## src/rtl/smbus_cfg_slave.sv

```systemverilog
module smbus_cfg_slave #(
  parameter int NUM_REGS = 8,
  parameter logic [6:0] DEV_ADDR = 7'h69,
  parameter int CNT_IDX = 6,
  parameter logic [7:0] CNT_RST = 8'h07
) (
  input  logic                  clk,
  input  logic                  rst_n,
  input  logic                  scl_i,
  input  logic                  sda_i,
  output logic                  sda_oe,
  output logic [NUM_REGS*8-1:0] regs_o
);
  localparam int IDXW = (NUM_REGS > 1) ? $clog2(NUM_REGS) : 1;

  typedef enum logic [2:0] {S_IDLE, S_ADDR, S_WR, S_ACK, S_TX, S_RACK, S_WAIT} st_t;

  st_t        state;
  logic [1:0] scl_q, sda_q;
  logic       scl_d, sda_d;
  logic [3:0] bitcnt;
  logic [7:0] sh, idx, wcnt;
  logic [1:0] phase;
  logic       rd_mode, wen_eff, host_ack;
  logic [7:0] mem [NUM_REGS];

  wire scl_s   = scl_q[1];
  wire sda_s   = sda_q[1];
  wire start_c = scl_s & scl_d & sda_d & ~sda_s;
  wire stop_c  = scl_s & scl_d & ~sda_d & sda_s;
  wire rise    = scl_s & ~scl_d;
  wire fall    = ~scl_s & scl_d;
  wire locked  = mem[0][7];
  wire idx_ok  = int'(idx) < NUM_REGS;
  wire [IDXW-1:0] ia = idx[IDXW-1:0];
  wire [7:0] rd_byte = idx_ok ? mem[ia] : 8'h00;
  wire wr_fire = !start_c && !stop_c && state == S_WR && fall && bitcnt == 4'd8
                 && phase == 2'd2 && wcnt != 8'd0;

  genvar g;
  generate
    for (g = 0; g < NUM_REGS; g++) begin : g_out
      assign regs_o[g*8 +: 8] = mem[g];
    end
  endgenerate

  always_ff @(posedge clk or negedge rst_n) begin
    if (!rst_n) begin
      for (int i = 0; i < NUM_REGS; i++) mem[i] <= (i == CNT_IDX) ? CNT_RST : 8'h00;
    end else if (wr_fire && !locked && idx_ok) begin
      if (ia == '0) begin
        if (wen_eff) mem[0] <= sh;
        else mem[0][0] <= sh[0];
      end else if (wen_eff) begin
        mem[ia] <= sh;
      end
    end
  end

  always_ff @(posedge clk or negedge rst_n) begin
    if (!rst_n) begin
      scl_q <= 2'b11; sda_q <= 2'b11; scl_d <= 1'b1; sda_d <= 1'b1;
      state <= S_IDLE; bitcnt <= '0; sh <= '0; idx <= '0; wcnt <= '0;
      phase <= '0; rd_mode <= 1'b0; wen_eff <= 1'b0; host_ack <= 1'b0; sda_oe <= 1'b0;
    end else begin
      scl_q <= {scl_q[0], scl_i};
      sda_q <= {sda_q[0], sda_i};
      scl_d <= scl_s;
      sda_d <= sda_s;
      if (start_c) begin
        state <= S_ADDR; bitcnt <= '0; sda_oe <= 1'b0; wen_eff <= mem[0][0];
      end else if (stop_c) begin
        state <= S_IDLE; sda_oe <= 1'b0;
      end else begin
        case (state)
          S_ADDR, S_WR: begin
            if (rise && bitcnt != 4'd8) begin
              sh <= {sh[6:0], sda_s};
              bitcnt <= bitcnt + 4'd1;
            end else if (fall && bitcnt == 4'd8) begin
              bitcnt <= '0;
              if (state == S_ADDR) begin
                if (sh[7:1] == DEV_ADDR) begin
                  rd_mode <= sh[0]; phase <= 2'd0; state <= S_ACK; sda_oe <= 1'b1;
                end else begin
                  state <= S_WAIT;
                end
              end else begin
                state <= S_ACK; sda_oe <= 1'b1;
                case (phase)
                  2'd0: begin idx <= sh; phase <= 2'd1; end
                  2'd1: begin wcnt <= sh; phase <= 2'd2; end
                  default: if (wcnt != 8'd0) begin
                    idx <= idx + 8'd1; wcnt <= wcnt - 8'd1;
                  end
                endcase
              end
            end
          end
          S_ACK: if (fall) begin
            if (rd_mode) begin
              state <= S_TX;
              sda_oe <= ~mem[CNT_IDX][7];
              sh <= {mem[CNT_IDX][6:0], 1'b0};
            end else begin
              state <= S_WR; sda_oe <= 1'b0;
            end
          end
          S_TX: begin
            if (rise) bitcnt <= bitcnt + 4'd1;
            else if (fall) begin
              if (bitcnt == 4'd8) begin
                bitcnt <= '0; sda_oe <= 1'b0; state <= S_RACK;
              end else begin
                sda_oe <= ~sh[7]; sh <= {sh[6:0], 1'b0};
              end
            end
          end
          S_RACK: begin
            if (rise) host_ack <= ~sda_s;
            else if (fall) begin
              if (host_ack) begin
                state <= S_TX; sda_oe <= ~rd_byte[7];
                sh <= {rd_byte[6:0], 1'b0}; idx <= idx + 8'd1;
              end else begin
                state <= S_WAIT;
              end
            end
          end
          default: ;
        endcase
      end
    end
  end

  p_oe_scl_low_r9: assert property (@(posedge clk) disable iff (!rst_n)
    !$stable(sda_oe) |-> !$past(scl_s));
  p_idle_quiet_r9: assert property (@(posedge clk) disable iff (!rst_n)
    (state == S_IDLE) |-> !sda_oe);
  p_nack_release_r4: assert property (@(posedge clk) disable iff (!rst_n)
    (state == S_WAIT) |-> !sda_oe);
  p_lock_sticky_r8: assert property (@(posedge clk) disable iff (!rst_n)
    regs_o[7] |=> regs_o[7]);
  p_lock_freeze_r8: assert property (@(posedge clk) disable iff (!rst_n)
    regs_o[7] |=> $stable(regs_o));

  generate
    for (g = 1; g < NUM_REGS; g++) begin : g_chk
      p_wen_gate_r6: assert property (@(posedge clk) disable iff (!rst_n)
        !$stable(regs_o[g*8 +: 8]) |-> $past(wen_eff));
    end
  endgenerate
endmodule

```

## config.mk

```make
export PLATFORM = sky130hd
export DESIGN_NAME = smbus_cfg_slave
export DESIGN_NICKNAME = d
export VERILOG_FILES = /design/src/rtl/smbus_cfg_slave.sv
export SDC_FILE = /design/constraint.sdc
export NUM_CORES = 1
export LEC_CHECK = 0
export ABC_AREA = 1
export BUFFER_PORTS_ARGS = -buffer_cell sky130_fd_sc_hd__buf_2
export CORE_UTILIZATION = 45
export CTS_CLUSTER_SIZE = 10
export DETAILED_ROUTE_END_ITERATION = 7
export GPL_TIMING_DRIVEN = 0
export PLACE_DENSITY = 0.68
export RECOVER_POWER = 25
export SETUP_SLACK_MARGIN = 0.05
export SYNTH_ARGS = -nofsm -noshare
export SYNTH_HDL_FRONTEND = slang
export SYNTH_SLANG_ARGS = --single-unit
```

## constraint.sdc

```tcl
create_clock -name clk -period 2 [get_ports clk]
set_input_delay 0.2 -clock clk [delete_from_list [all_inputs] [get_ports clk]]
set_output_delay 0.2 -clock clk [all_outputs]
set_load 0.1 [all_outputs]
```

==> impl_metrics.json <==
{
  "status": "finished, final reports clean",
  "pwr-share-seq_pct": 31.7,
  "met2_length_um": 8320,
  "power_density_nw_per_um2": 1060,
  "rsz0062_at_grt": "yes",
  "clkPwrFrac_pct": 22.2,
  "io_pins": 69,
  "drv_slew": 0,
  "syn-mean-instance-area_um2": 7.45,
  "synth_enable_flop_cells": 0,
  "cp.arrival_ps": 2160,
  "fmax_mhz": 540,
  "path_delay_family": "simple AND/OR/NAND/NOR gates",
  "clock_latency_ps": 360,
  "crit_type": "flip-flop to flip-flop",
  "p_sw_share_pct": 46.2,
  "syn_area_um2": 6380,
  "clk_pin_slew_ps": 80,
  "grt_pass1_wl_um": 29300,
  "skew_ps": 9.74,
  "die_h_um": 121,
  "via_per_inst": 5.26,
  "drcViolationCount": 0,
  "yosys.area.top_type": "dfrtp_1",
  "multi_input_area_um2": 3260,
  "total_power_w": 0.00803,
  "share_comb_of_total_power_pct": 46.1,
  "whs_ps": 357,
  "h-tree-depth": 3,
  "ys_seq_area_share_pct": 42.2,
  "ant_nets": 0,
  "hold_viol": 0,
  "p_sw_w": 0.00371,
  "core-area_um2": 13800,
  "cts_buffers": 9,
  "nets": 962,
  "crit_required_ps": 2310,
  "drt-met1-wl_um": 8270,
  "wl_met3_um": 1030,
  "io_buffers": 68,
  "worst_slack_ps": 150,
  "ys_ff_latch": 107,
  "max-cap-violations": 0,
  "slew_headroom_pct": 27.8,
  "ys_top_cells_by_area": "dfrtp_1 38%, nand2_1 19%, nand3_1 6.0%, nand3_2 5.0%, inv_1 4.8%",
  "place_area_um2": 6980,
  "yosysUniqueCellTypes": 38,
  "drt_iter0_drc": 439,
  "finalWirelength_um": 18400,
  "stdcell_area_um2": 7610,
  "p_int_w": 0.00432,
  "rows": 43,
  "period_minus_slack_ps": 1850,
  "crit_fanout": 10,
  "hold_path.class": "flip-flop to flip-flop",
  "routabilityCongestion": 0.882,
  "grt_pass1_vias": 5564,
  "synth_fp_nets": 865,
  "gr-usage-all-layers_pct": 26.5,
  "drive_above_1_share_pct": 24.3,
  "die_area_um2": 14700,
  "setup-violations-final": 0,
  "seq_area_um2": 2690,
  "max_stage_delay_ps": 400,
  "worst_pin_slew_ps": 1080,
  "ys.flop_type": "dfrtp_1",
  "total_leakage_power_nw": 4.07,
  "grt_max_degree": 70,
  "antenna_found_initial": 0,
  "cts_tree": "yes",
  "endpoint_kind": "flip-flop",
  "startpoint_type": "flip-flop",
  "fin_util_pct": 55.0,
  "ctsLongestPathBuffers": 2,
  "slowest_stage": "dfrtp_1",
  "path_cells": "inv_2 -> ha_4 -> nand3_4 -> nor2_4 -> nand2_2 -> clkinv_1 -> nand3_4 -> nor2_4 -> buf_8 -> buf_12 -> nand3_2 -> nand2_1",
  "async_flop_share_pct": 100,
  "via_count": 5989,
  "antenna_cells": 0,
  "fillCellCount": 1330,
  "synthToLayoutAreaGrowth_pct": 19.3,
  "synth_cells": 856,
  "start_util_pct": 46.1,
  "fin_crit_sh_pct": 92.5,
  "crit_buf_inv": 4,
  "overflow": 0,
  "top_layer": "met4",
  "ir_drop_v": 0.000541,
  "pre_cts_ws_ps": -159,
  "synth_top_area_share_pct": 38.5,
  "drtPass1Iterations": 5,
  "ys_warn_count": 0,
  "cts_sinks": 107,
  "wire_per_inst_um": 16.1,
  "die_x_um": 121,
  "dp_hpwl_um": 13000,
  "root_buffer": "clkbuf_16"
}
cells in the mapped netlist, types with 3 or more instances:
master and count:
inv_2 11, nand3_2 32, ha_1 5, xor2_1 3, o21ai_0 44, nand3_1 76, nor2_1 62, buf_12 3
nand3b_1 9, nand4_1 11, a22oi_1 7, inv_1 81, o21ai_2 5, a21oi_1 11, dfrtp_1 98, buf_2 18
xnor2_1 3, nor2_4 4, mux2i_1 3, nand2_1 317, dfstp_2 9, nor2_2 7, buf_4 6, buf_6 3
nor3_1 4, nand4_2 7
per-layer routing:
metal,vias to the layer above,global-route usage (%)
li1,2923,-
met1,2828,36.9
met2,200,39.6
met3,38,4.84
met4,0,12.6
met5,-,0
state kept, by name, indices dropped and copies added, names as in the netlist:
| register | flops |
|---|---|
| sda_q | 2 |
| host_ack | 1 |
| bitcnt | 4 |
| state | 3 |
| idx | 8 |
| rd_mode | 1 |
| scl_d | 1 |
| wcnt | 8 |
| sh | 8 |
| sda_d | 1 |
| phase | 2 |
| regs_o | 64 |
| wen_eff | 1 |
| sda_oe | 1 |
| scl_q | 2 |
power groups by stage:
stage | Clock (W) | Combinational [W] | Sequential (W)
2_1_floorplan | 0 | 0.00239 | 0.00261
3_3_place_gp | 0 | 0.00332 | 0.00259
3_5_place_dp | 0 | 0.00335 | 0.00259
4_1_cts | 0.00182 | 0.00347 | 0.00254
5_1_grt | 0.00188 | 0.00408 | 0.00257
6_report | 0.00178 | 0.00370 | 0.00255
layout by cell type (no fill, tap or decap), types with 3 or more instances in the layout:
cell           netlist  final
a21oi_1             11     11
a22oi_1              7      7
buf_12               3      4
buf_2               18     83
buf_4                6     16
clkbuf_16            0     10
clkbuf_4             0      3
dfrtp_1             98     97
dfstp_2              9      9
dlygate4sd3_1        0      3
ha_1                 5      3
inv_1               81     79
inv_2               11     11
inv_6                0      3
mux2i_1              3      3
nand2_1            317    311
nand2_2              2      8
nand3_1             76     76
nand3_2             32     30
nand3_4              2      4
nand3b_1             9      9
nand4_1             11     11
nand4_4              0      7
nor2_1              62     57
nor2_2               7      8
nor2_4               4      9
nor3_1               4      3
o21ai_0             44     41
o21ai_1              1      4
o21ai_2              5      5
xnor2_1              3      3
xor2_1               3      3
layout make-up:
cell class / count / area share, %
Sequential cell: 107 / 35.4
Clock buffer: 9 / 2.96
Multi-Input combinational cell: 624 / 42.9
Buffer: 32 / 3.32
Inverter: 94 / 4.82
Tap cell: 180 / 2.96
Clock inverter: 7 / 0.773
Timing Repair Buffer: 85 / 6.95
logic make-up (layout without fill, tap and decap cells):
family / count (synthesis) / after routing / share of synthesized area (%)
and+or+nand+nor: 538 / 539 / 40.1
buffers and inverters: 126 / 227 / 9.24
DFF: 107 / 107 / 42.2
AOI/OAI and AO/OA: 71 / 71 / 6.26
xor gates and xnor gates: 6 / 6 / 0.824
adders and majority gates: 5 / 5 / 0.981
muxes: 3 / 3 / 0.471
worst reg2reg max path, stage by stage (launching register included):
cell and delay (ps):
dfrtp_1 400, inv_2 80, ha_4 140, nand3_4 120
nor2_4 170, nand2_2 90, clkinv_1 90, nand3_4 100
nor2_4 140, buf_8 170, buf_12 150, nand3_2 70
nand2_1 80
stage by stage:
stage | setup TNS, ps | std cells
after floorplan | 0 | 856
after global placement | -70600 | 1104
after detailed placement | -8390 | 1105
after CTS | 0 | 1132
after global routing | 0 | 1138
final | 0 | 1138
final timing paths:
kind / from / endpoint / slack (ps) / cells past startpoint
max: bitcnt[0]$_DFFE_PN0P_ / regs_o[29]$_DFFE_PN0P_ / 150 / 12
min: scl_q[0]$_DFF_PN1_ / scl_q[1]$_DFF_PN1_ / 360 / 0
max reg2reg: bitcnt[0]$_DFFE_PN0P_ / regs_o[29]$_DFFE_PN0P_ / 150 / 12
min reg2reg: scl_q[0]$_DFF_PN1_ / scl_q[1]$_DFF_PN1_ / 360 / 0
max in group asynchronous: rst_n / idx[0]$_DFFE_PN0P_ / 500 / 3
min in group asynchronous: rst_n / wcnt[3]$_DFFE_PN0P_ / 560 / 2
timing repair:
action                                  in CTS  in global routing
gates resized for setup                     20                 29
hold buffers                                 3                  0
cloned                                       0                  2
buffers inserted                             8                  4
hold endpoints to repair                    31                  0
pin swaps                                    4                  6
endpoints found under the setup margin      74                 86
Note: power is estimated with default switching activity, not from simulation.
